$ cat src/rtl/nandbr_pkg.sv
package nandbr_pkg;
  localparam int WORD_W   = 32;
  localparam int CE_BIT   = 31;
  localparam int TYPE_HI  = 30;
  localparam int TYPE_LO  = 28;
  localparam int BYTE_LO  = 16;
  localparam int BUSY_BIT = 15;

  localparam logic [2:0] CT_CMD  = 3'd0;
  localparam logic [2:0] CT_ADDR = 3'd1;
  localparam logic [2:0] CT_ARM  = 3'd2;
  localparam logic [2:0] CT_DATA = 3'd3;

  typedef enum logic [1:0] {K_CMD, K_ADDR, K_DATA, K_READ} op_kind_e;
  typedef enum logic [1:0] {S_IDLE, S_SETUP, S_LOW, S_HOLD} strb_state_e;
endpackage

$ cat src/rtl/nandbr_sync.sv
module nandbr_sync #(
  parameter int   STAGES  = 2,
  parameter logic RST_VAL = 1'b1
) (
  input  logic clk,
  input  logic rst,
  input  logic d,
  output logic q
);
  logic [STAGES-1:0] chain;

  always_ff @(posedge clk) begin
    if (rst) chain <= {STAGES{RST_VAL}};
    else     chain <= {chain[STAGES-2:0], d};
  end

  assign q = chain[STAGES-1];
endmodule

$ cat src/rtl/nandbr_strobe.sv
module nandbr_strobe
  import nandbr_pkg::*;
#(
  parameter int T_SETUP = 2,
  parameter int T_LOW   = 3,
  parameter int T_HOLD  = 2
) (
  input  logic clk,
  input  logic rst,
  input  logic go,
  output logic active,
  output logic low,
  output logic sample,
  output logic done
);
  localparam int TMAX = (T_SETUP > T_LOW) ? ((T_SETUP > T_HOLD) ? T_SETUP : T_HOLD)
                                          : ((T_LOW > T_HOLD) ? T_LOW : T_HOLD);
  localparam int CW   = (TMAX < 2) ? 1 : $clog2(TMAX);

  strb_state_e    st;
  logic [CW-1:0]  cnt;
  logic           last;

  assign last = (cnt == '0);

  always_ff @(posedge clk) begin
    if (rst) begin
      st  <= S_IDLE;
      cnt <= '0;
    end else begin
      case (st)
        S_IDLE: if (go) begin
          st  <= S_SETUP;
          cnt <= CW'(T_SETUP - 1);
        end
        S_SETUP: if (last) begin
          st  <= S_LOW;
          cnt <= CW'(T_LOW - 1);
        end else cnt <= cnt - 1'b1;
        S_LOW: if (last) begin
          st  <= S_HOLD;
          cnt <= CW'(T_HOLD - 1);
        end else cnt <= cnt - 1'b1;
        default: if (last) st <= S_IDLE;
                 else      cnt <= cnt - 1'b1;
      endcase
    end
  end

  assign active = (st != S_IDLE);
  assign low    = (st == S_LOW);
  assign sample = low && last;
  assign done   = (st == S_HOLD) && last;
endmodule

$ cat src/rtl/nandbr_top.sv
module nandbr_top
  import nandbr_pkg::*;
#(
  parameter int T_SETUP = 2,
  parameter int T_LOW   = 3,
  parameter int T_HOLD  = 2,
  parameter int IO_W    = 8
) (
  input  logic            clk,
  input  logic            rst,
  input  logic            host_req,
  input  logic            host_wr,
  input  logic            host_sel,
  input  logic [31:0]     host_wdata,
  output logic            host_ack,
  output logic [31:0]     host_rdata,
  output logic            fl_ce_n,
  output logic            fl_cle,
  output logic            fl_ale,
  output logic            fl_we_n,
  output logic            fl_re_n,
  output logic [IO_W-1:0] fl_io_out,
  output logic            fl_io_oe,
  input  logic [IO_W-1:0] fl_io_in,
  input  logic            fl_rb_n
);
  logic            ce_q, rd_mode_q, ack_q, run_q;
  op_kind_e        kind_q;
  logic [IO_W-1:0] byte_q;
  logic [31:0]     rdata_q;
  logic            rb_sync;
  logic            s_active, s_low, s_sample, s_done;
  logic [2:0]      wtype;
  logic            accept, ctl_wr, ctl_rd, dat_rd, launch_wr, launch_rd, go, is_wr;
  logic            unused_bits;

  assign unused_bits = ^{host_wdata[27:16+IO_W], host_wdata[15:0]};

  nandbr_sync #(.STAGES(2), .RST_VAL(1'b1)) u_rb_sync (
    .clk(clk), .rst(rst), .d(fl_rb_n), .q(rb_sync)
  );

  nandbr_strobe #(.T_SETUP(T_SETUP), .T_LOW(T_LOW), .T_HOLD(T_HOLD)) u_strobe (
    .clk(clk), .rst(rst), .go(go),
    .active(s_active), .low(s_low), .sample(s_sample), .done(s_done)
  );

  assign wtype     = host_wdata[TYPE_HI:TYPE_LO];
  assign accept    = host_req && !ack_q && !run_q;
  assign ctl_wr    = accept && host_wr && !host_sel;
  assign ctl_rd    = accept && !host_wr && !host_sel;
  assign dat_rd    = accept && !host_wr && host_sel;
  assign launch_wr = ctl_wr && (wtype == CT_CMD || wtype == CT_ADDR || wtype == CT_DATA);
  assign launch_rd = dat_rd && rd_mode_q;
  assign go        = launch_wr || launch_rd;

  always_ff @(posedge clk) begin
    if (rst) begin
      ce_q      <= 1'b0;
      rd_mode_q <= 1'b0;
      ack_q     <= 1'b0;
      run_q     <= 1'b0;
      kind_q    <= K_DATA;
      byte_q    <= '0;
      rdata_q   <= '0;
    end else begin
      ack_q <= 1'b0;
      if (accept) begin
        if (ctl_wr) begin
          ce_q      <= host_wdata[CE_BIT];
          rd_mode_q <= (wtype == CT_ARM);
          byte_q    <= host_wdata[BYTE_LO +: IO_W];
          case (wtype)
            CT_CMD:  kind_q <= K_CMD;
            CT_ADDR: kind_q <= K_ADDR;
            CT_DATA: kind_q <= K_DATA;
            default: kind_q <= kind_q;
          endcase
        end
        if (ctl_rd) begin
          rdata_q           <= '0;
          rdata_q[BUSY_BIT] <= !rb_sync;
        end
        if (dat_rd && !rd_mode_q) rdata_q <= '0;
        if (launch_rd) kind_q <= K_READ;
        if (go) run_q <= 1'b1;
        else    ack_q <= 1'b1;
      end
      if (s_sample && kind_q == K_READ) begin
        rdata_q                    <= '0;
        rdata_q[BYTE_LO +: IO_W]   <= fl_io_in;
      end
      if (run_q && s_done) begin
        run_q <= 1'b0;
        ack_q <= 1'b1;
      end
    end
  end

  assign is_wr      = (kind_q != K_READ);
  assign host_ack   = ack_q;
  assign host_rdata = rdata_q;
  assign fl_ce_n    = !ce_q;
  assign fl_cle     = s_active && (kind_q == K_CMD);
  assign fl_ale     = s_active && (kind_q == K_ADDR);
  assign fl_we_n    = !(s_low && is_wr);
  assign fl_re_n    = !(s_low && !is_wr);
  assign fl_io_oe   = s_active && is_wr;
  assign fl_io_out  = byte_q;
endmodule

$ cat config.mk
export PLATFORM = sky130hd
export DESIGN_NAME = nandbr_top
export DESIGN_NICKNAME = d
export VERILOG_FILES = /design/src/rtl/nandbr_pkg.sv /design/src/rtl/nandbr_sync.sv /design/src/rtl/nandbr_strobe.sv /design/src/rtl/nandbr_top.sv
export SDC_FILE = /design/constraint.sdc
export NUM_CORES = 1
export LEC_CHECK = 0
export BUFFER_PORTS_ARGS = -buffer_cell sky130_fd_sc_hd__buf_2
export CAP_MARGIN = 0
export CORE_ASPECT_RATIO = 0.9
export CORE_UTILIZATION = 46
export DETAILED_ROUTE_END_ITERATION = 8
export GPL_TIMING_DRIVEN = 0
export PLACE_DENSITY = 0.85
export SYNTH_ARGS = -nofsm -noshare
export SYNTH_HDL_FRONTEND = slang
export SYNTH_SLANG_ARGS = --single-unit
$ cat constraint.sdc
create_clock -name clk -period 4.4 [get_ports clk]
set_input_delay 0.44 -clock clk [delete_from_list [all_inputs] [get_ports clk]]
set_output_delay 0.44 -clock clk [all_outputs]
set_load 0.02 [all_outputs]
==> key figures <==
Run status
  • Status: finished clean

Place
  • Placement Setup Slack: 2.317 ns
  • Final Wtd Congestion: 0.8365
  • IO Port Bufs: 49
  • Dpl hpwl: 2.335 mm

Timing
  • Period utilization: 47.61%
  • Slew @ Worst Pin: 0.6365 ns
  • Relative slew slack: 57.57%
  • Final clock skew: 0.01268 ns
  • Post-route minimum period: approximately 2.1 ns
  • TNS Setup: 0 ns
  • Final Hold Fails: 0
  • Setup Viol. Count Final: 0
  • Final Max Tran Viols: 0
  • Final hold slack: 0.2859 ns
  • Fin worst setup slack: 2.305 ns
  • Max frequency: between 400 and 500 MHz
  • RSZ-0062 raised after global routing: no

Die
  • Die area: 0.003508 sq mm
  • Ports: 93
  • Initial Util: 48.74%
  • FP Rows: 19
  • Die width: 62.32 um
  • Die H: 56.29 um
  • Core area: roughly 0.0031 sq mm

Routing
  • Iter 0 DRT Violations: 34
  • Total wire length: 3.050 mm
  • Vias per cell: 4.569
  • Drt pass-1 iters: 4
  • Via Count: 1316
  • Remaining antenna violation count after routing: 0
  • Wire per inst: between 10 and 15 um
  • Residual DRC: 0

Setup path
  • Worst setup EP type: register
  • WS Path Type: reg -> reg
  • R2r startpoint: u_strobe.st[0]
  • Slowest Stage Delay on Critical Path: 0.56 ns
  • FF-to-FF setup slack: ~2.3 ns
  • CP max-delay cell: a21oi_1
  • Worst R2R Path Depth: 7
  • Critical Path Start Type: register
  • Worst r2r dst: host_rdata[18]
  • Worst-path cell chain: inv_1 > ha_1 > and4_1 > clkbuf_1 > a21oi_1 > a22oi_1 > nor2_1
  • Worst Path Arrival: 2.36 ns
  • Crit path max fanout: 10
  • CP required: between 4 and 5 ns

Synthesis
  • Synth Register Bits: 29
  • Yosys warnings: 0
  • Post-synthesis sequential area ratio: 38.54%
  • Cells after Synth: 167
  • Avg Inst Size Synth: 9.021 sq um
  • Synth cell types: 31
  • Post-Syn Area: approximately 0.0015 sq mm

Global route
  • GRT overflow: 0
  • Vias in the first global route: 1128
  • Largest net degree at the start of global routing: 12
  • First-pass GRT wire length: about 4.8 mm
  • All-layer global routing usage: between 15 and 20%
  • Initial antenna violation count: 0

Min path
  • Worst Hold Class: in -> reg
  • Hold path endpoint: u_rb_sync.chain[0]
  • Hold depth: 2
  • Worst hold start: fl_rb_n

CTS
  • Clk Latency, worst-skew pair: between 0.3 and 0.4 ns
  • CTS Root Cell: clkbuf_4
  • Clock buffer depth: 2
  • CTS tree: yes
  • Hold bufs inserted after CTS: 0
  • Clk sinks: 29
  • Post-CTS Setup Inserts: 0
  • Post-CTS sizing: 0
  • Number of buffers created by CTS: 5
  • CTS clock-pin slew for the worst setup and hold paths: about 0.11 ns
  • CTS H-tree depth: 2

Power and ir drop
  • Pwr Density: 329.9 mW/mm^2
  • Cell-internal power: between 0.0004 and 0.0005 W
  • Comb power frac: between 20 and 30%
  • Leak: 0.9319 nW
  • Switching Fraction: between 30% and 40%
  • Sequential share of power: 45.4%
  • Clock share of power: between 20 and 30%
  • Worst vdd rail ir drop: about 0.00027 V
  • NetSw: 0.0002223 W

Layout
  • Layout area overhead: 29.24%
  • Share of cells above drive strength 1: 35.37%
  • Final #Nets: 298
  • Commonest non-fill, non-tap cell in the layout: buf_2
  • Commonest non-fill, non-tap cells in the layout: buf_2, dfxtp_1, nor2_1
  • ANT cells: 0

Job
  • Total of max-cap violations: 0
-- critical path: cells and delay by family (launching register included) --
family	cells	cell delay (ns)
AO/OA/AOI/OAI	2	0.70
flip-flops	1	0.39
AND/OR/NAND/NOR	2	0.36
buffers and inverters	2	0.30
adder cells (fa/ha/maj)	1	0.29
-- metal layers --
layer,routed length [um],up-vias,global-route usage (%)
met5,0,-,0
met1,1317,572,21.37
met4,59,0,10.63
met2,1435,56,28.57
li1,-,683,-
met3,237,5,5.488
-- synth_stat cells, drive strengths merged --
master | instances | area share [%]
dfxtp | 29 | 39
nor2 | 26 | 6.5
buf | 24 | 12
mux2i | 13 | 8.6
a22oi | 9 | 4.5
ha | 7 | 5.8
nand2 | 7 | 1.7
inv | 6 | 1.5
nand2b | 6 | 2.5
clkbuf | 5 | 1.2
nand3 | 5 | 2.0
a21oi | 4 | 1.3
nor4b | 4 | 3.7
or2 | 3 | 1.2
a211oi | 2 | 1.0
a31oi | 2 | 0.83
nand3b | 2 | 1.0
nor3 | 2 | 0.66
o21ai | 2 | 0.66
a2111oi | 1 | 0.58
a311oi | 1 | 0.58
a31o | 1 | 0.58
a32oi | 1 | 0.58
and3b | 1 | 0.58
and4 | 1 | 0.58
conb | 1 | 0.25
nor3b | 1 | 0.50
o22ai | 1 | 0.42
-- worst max path at each step --
stage,depth (start not counted),slack [ns],from,end
after floorplan,4,2.62,u_strobe.st[0],fl_ale
after global placement,7,2.35,u_strobe.st[0],host_rdata[16]
after detailed placement,7,2.32,u_strobe.st[0],host_rdata[19]
after CTS,7,2.30,u_strobe.st[0],host_rdata[18]
after global routing,7,2.08,u_strobe.st[0],host_rdata[19]
final,7,2.31,u_strobe.st[0],host_rdata[18]
-- power groups by stage --
stage	logic, W	registers [W]	clock network [W]
global route	0.000208	0.000295	0.000177
finish	0.000189	0.000292	0.000162
global placement	0.000184	0.000297	0
detailed placement	0.000187	0.000298	0
floorplan	0.000142	0.000299	0
CTS	0.000188	0.000292	0.000165
-- sequential cells by signal, summed over array words and instances (netlist names) --
name and count:
host_rdata 9, u_rb_sync.chain 2, fl_io_out 8, run_q 1, rd_mode_q 1, u_strobe.cnt 2, u_strobe.st 2, host_ack 1
kind_q 2, ce_q 1
-- cell type report --
type / instances / area (sq um)
multi-input combinational: 125 / 787.0
clock inverter: 3 / 22.52
inverter: 6 / 22.52
clock buffer: 5 / 37.54
tap: 42 / 52.55
fill: 292 / 1144
sequential: 29 / 580.6
buffer: 29 / 198.9
timing repair buffer: 49 / 245.2
-- stage by stage --
step / total power, W / instances / util [%] / area, sq um
final: 0.0006423 / 288 / 63.00 / 1947
after global routing: 0.0006803 / 288 / 63.00 / 1947
after CTS: 0.0006450 / 288 / 63.00 / 1947
after detailed placement: 0.0004851 / 280 / 61.05 / 1887
after global placement: 0.0004807 / 280 / 61.05 / 1887
after floorplan: 0.0004408 / 189 / - / 1589
-- cells by family (layout without fill, tap and decap cells) --
| kind of cell | after synthesis | after routing | share of synthesized area, % |
|---|---|---|---|
| buf+inv | 35 | 92 | 14.70 |
| mux | 13 | 13 | 8.638 |
| compound gates | 24 | 24 | 11.05 |
| other cells | 1 | 23 | 0.2489 |
| flops | 29 | 29 | 38.54 |
| simple gates | 58 | 58 | 21.01 |
| fa+ha+maj | 7 | 7 | 5.814 |
No activity file was read; power rests on OpenSTA's default activity.
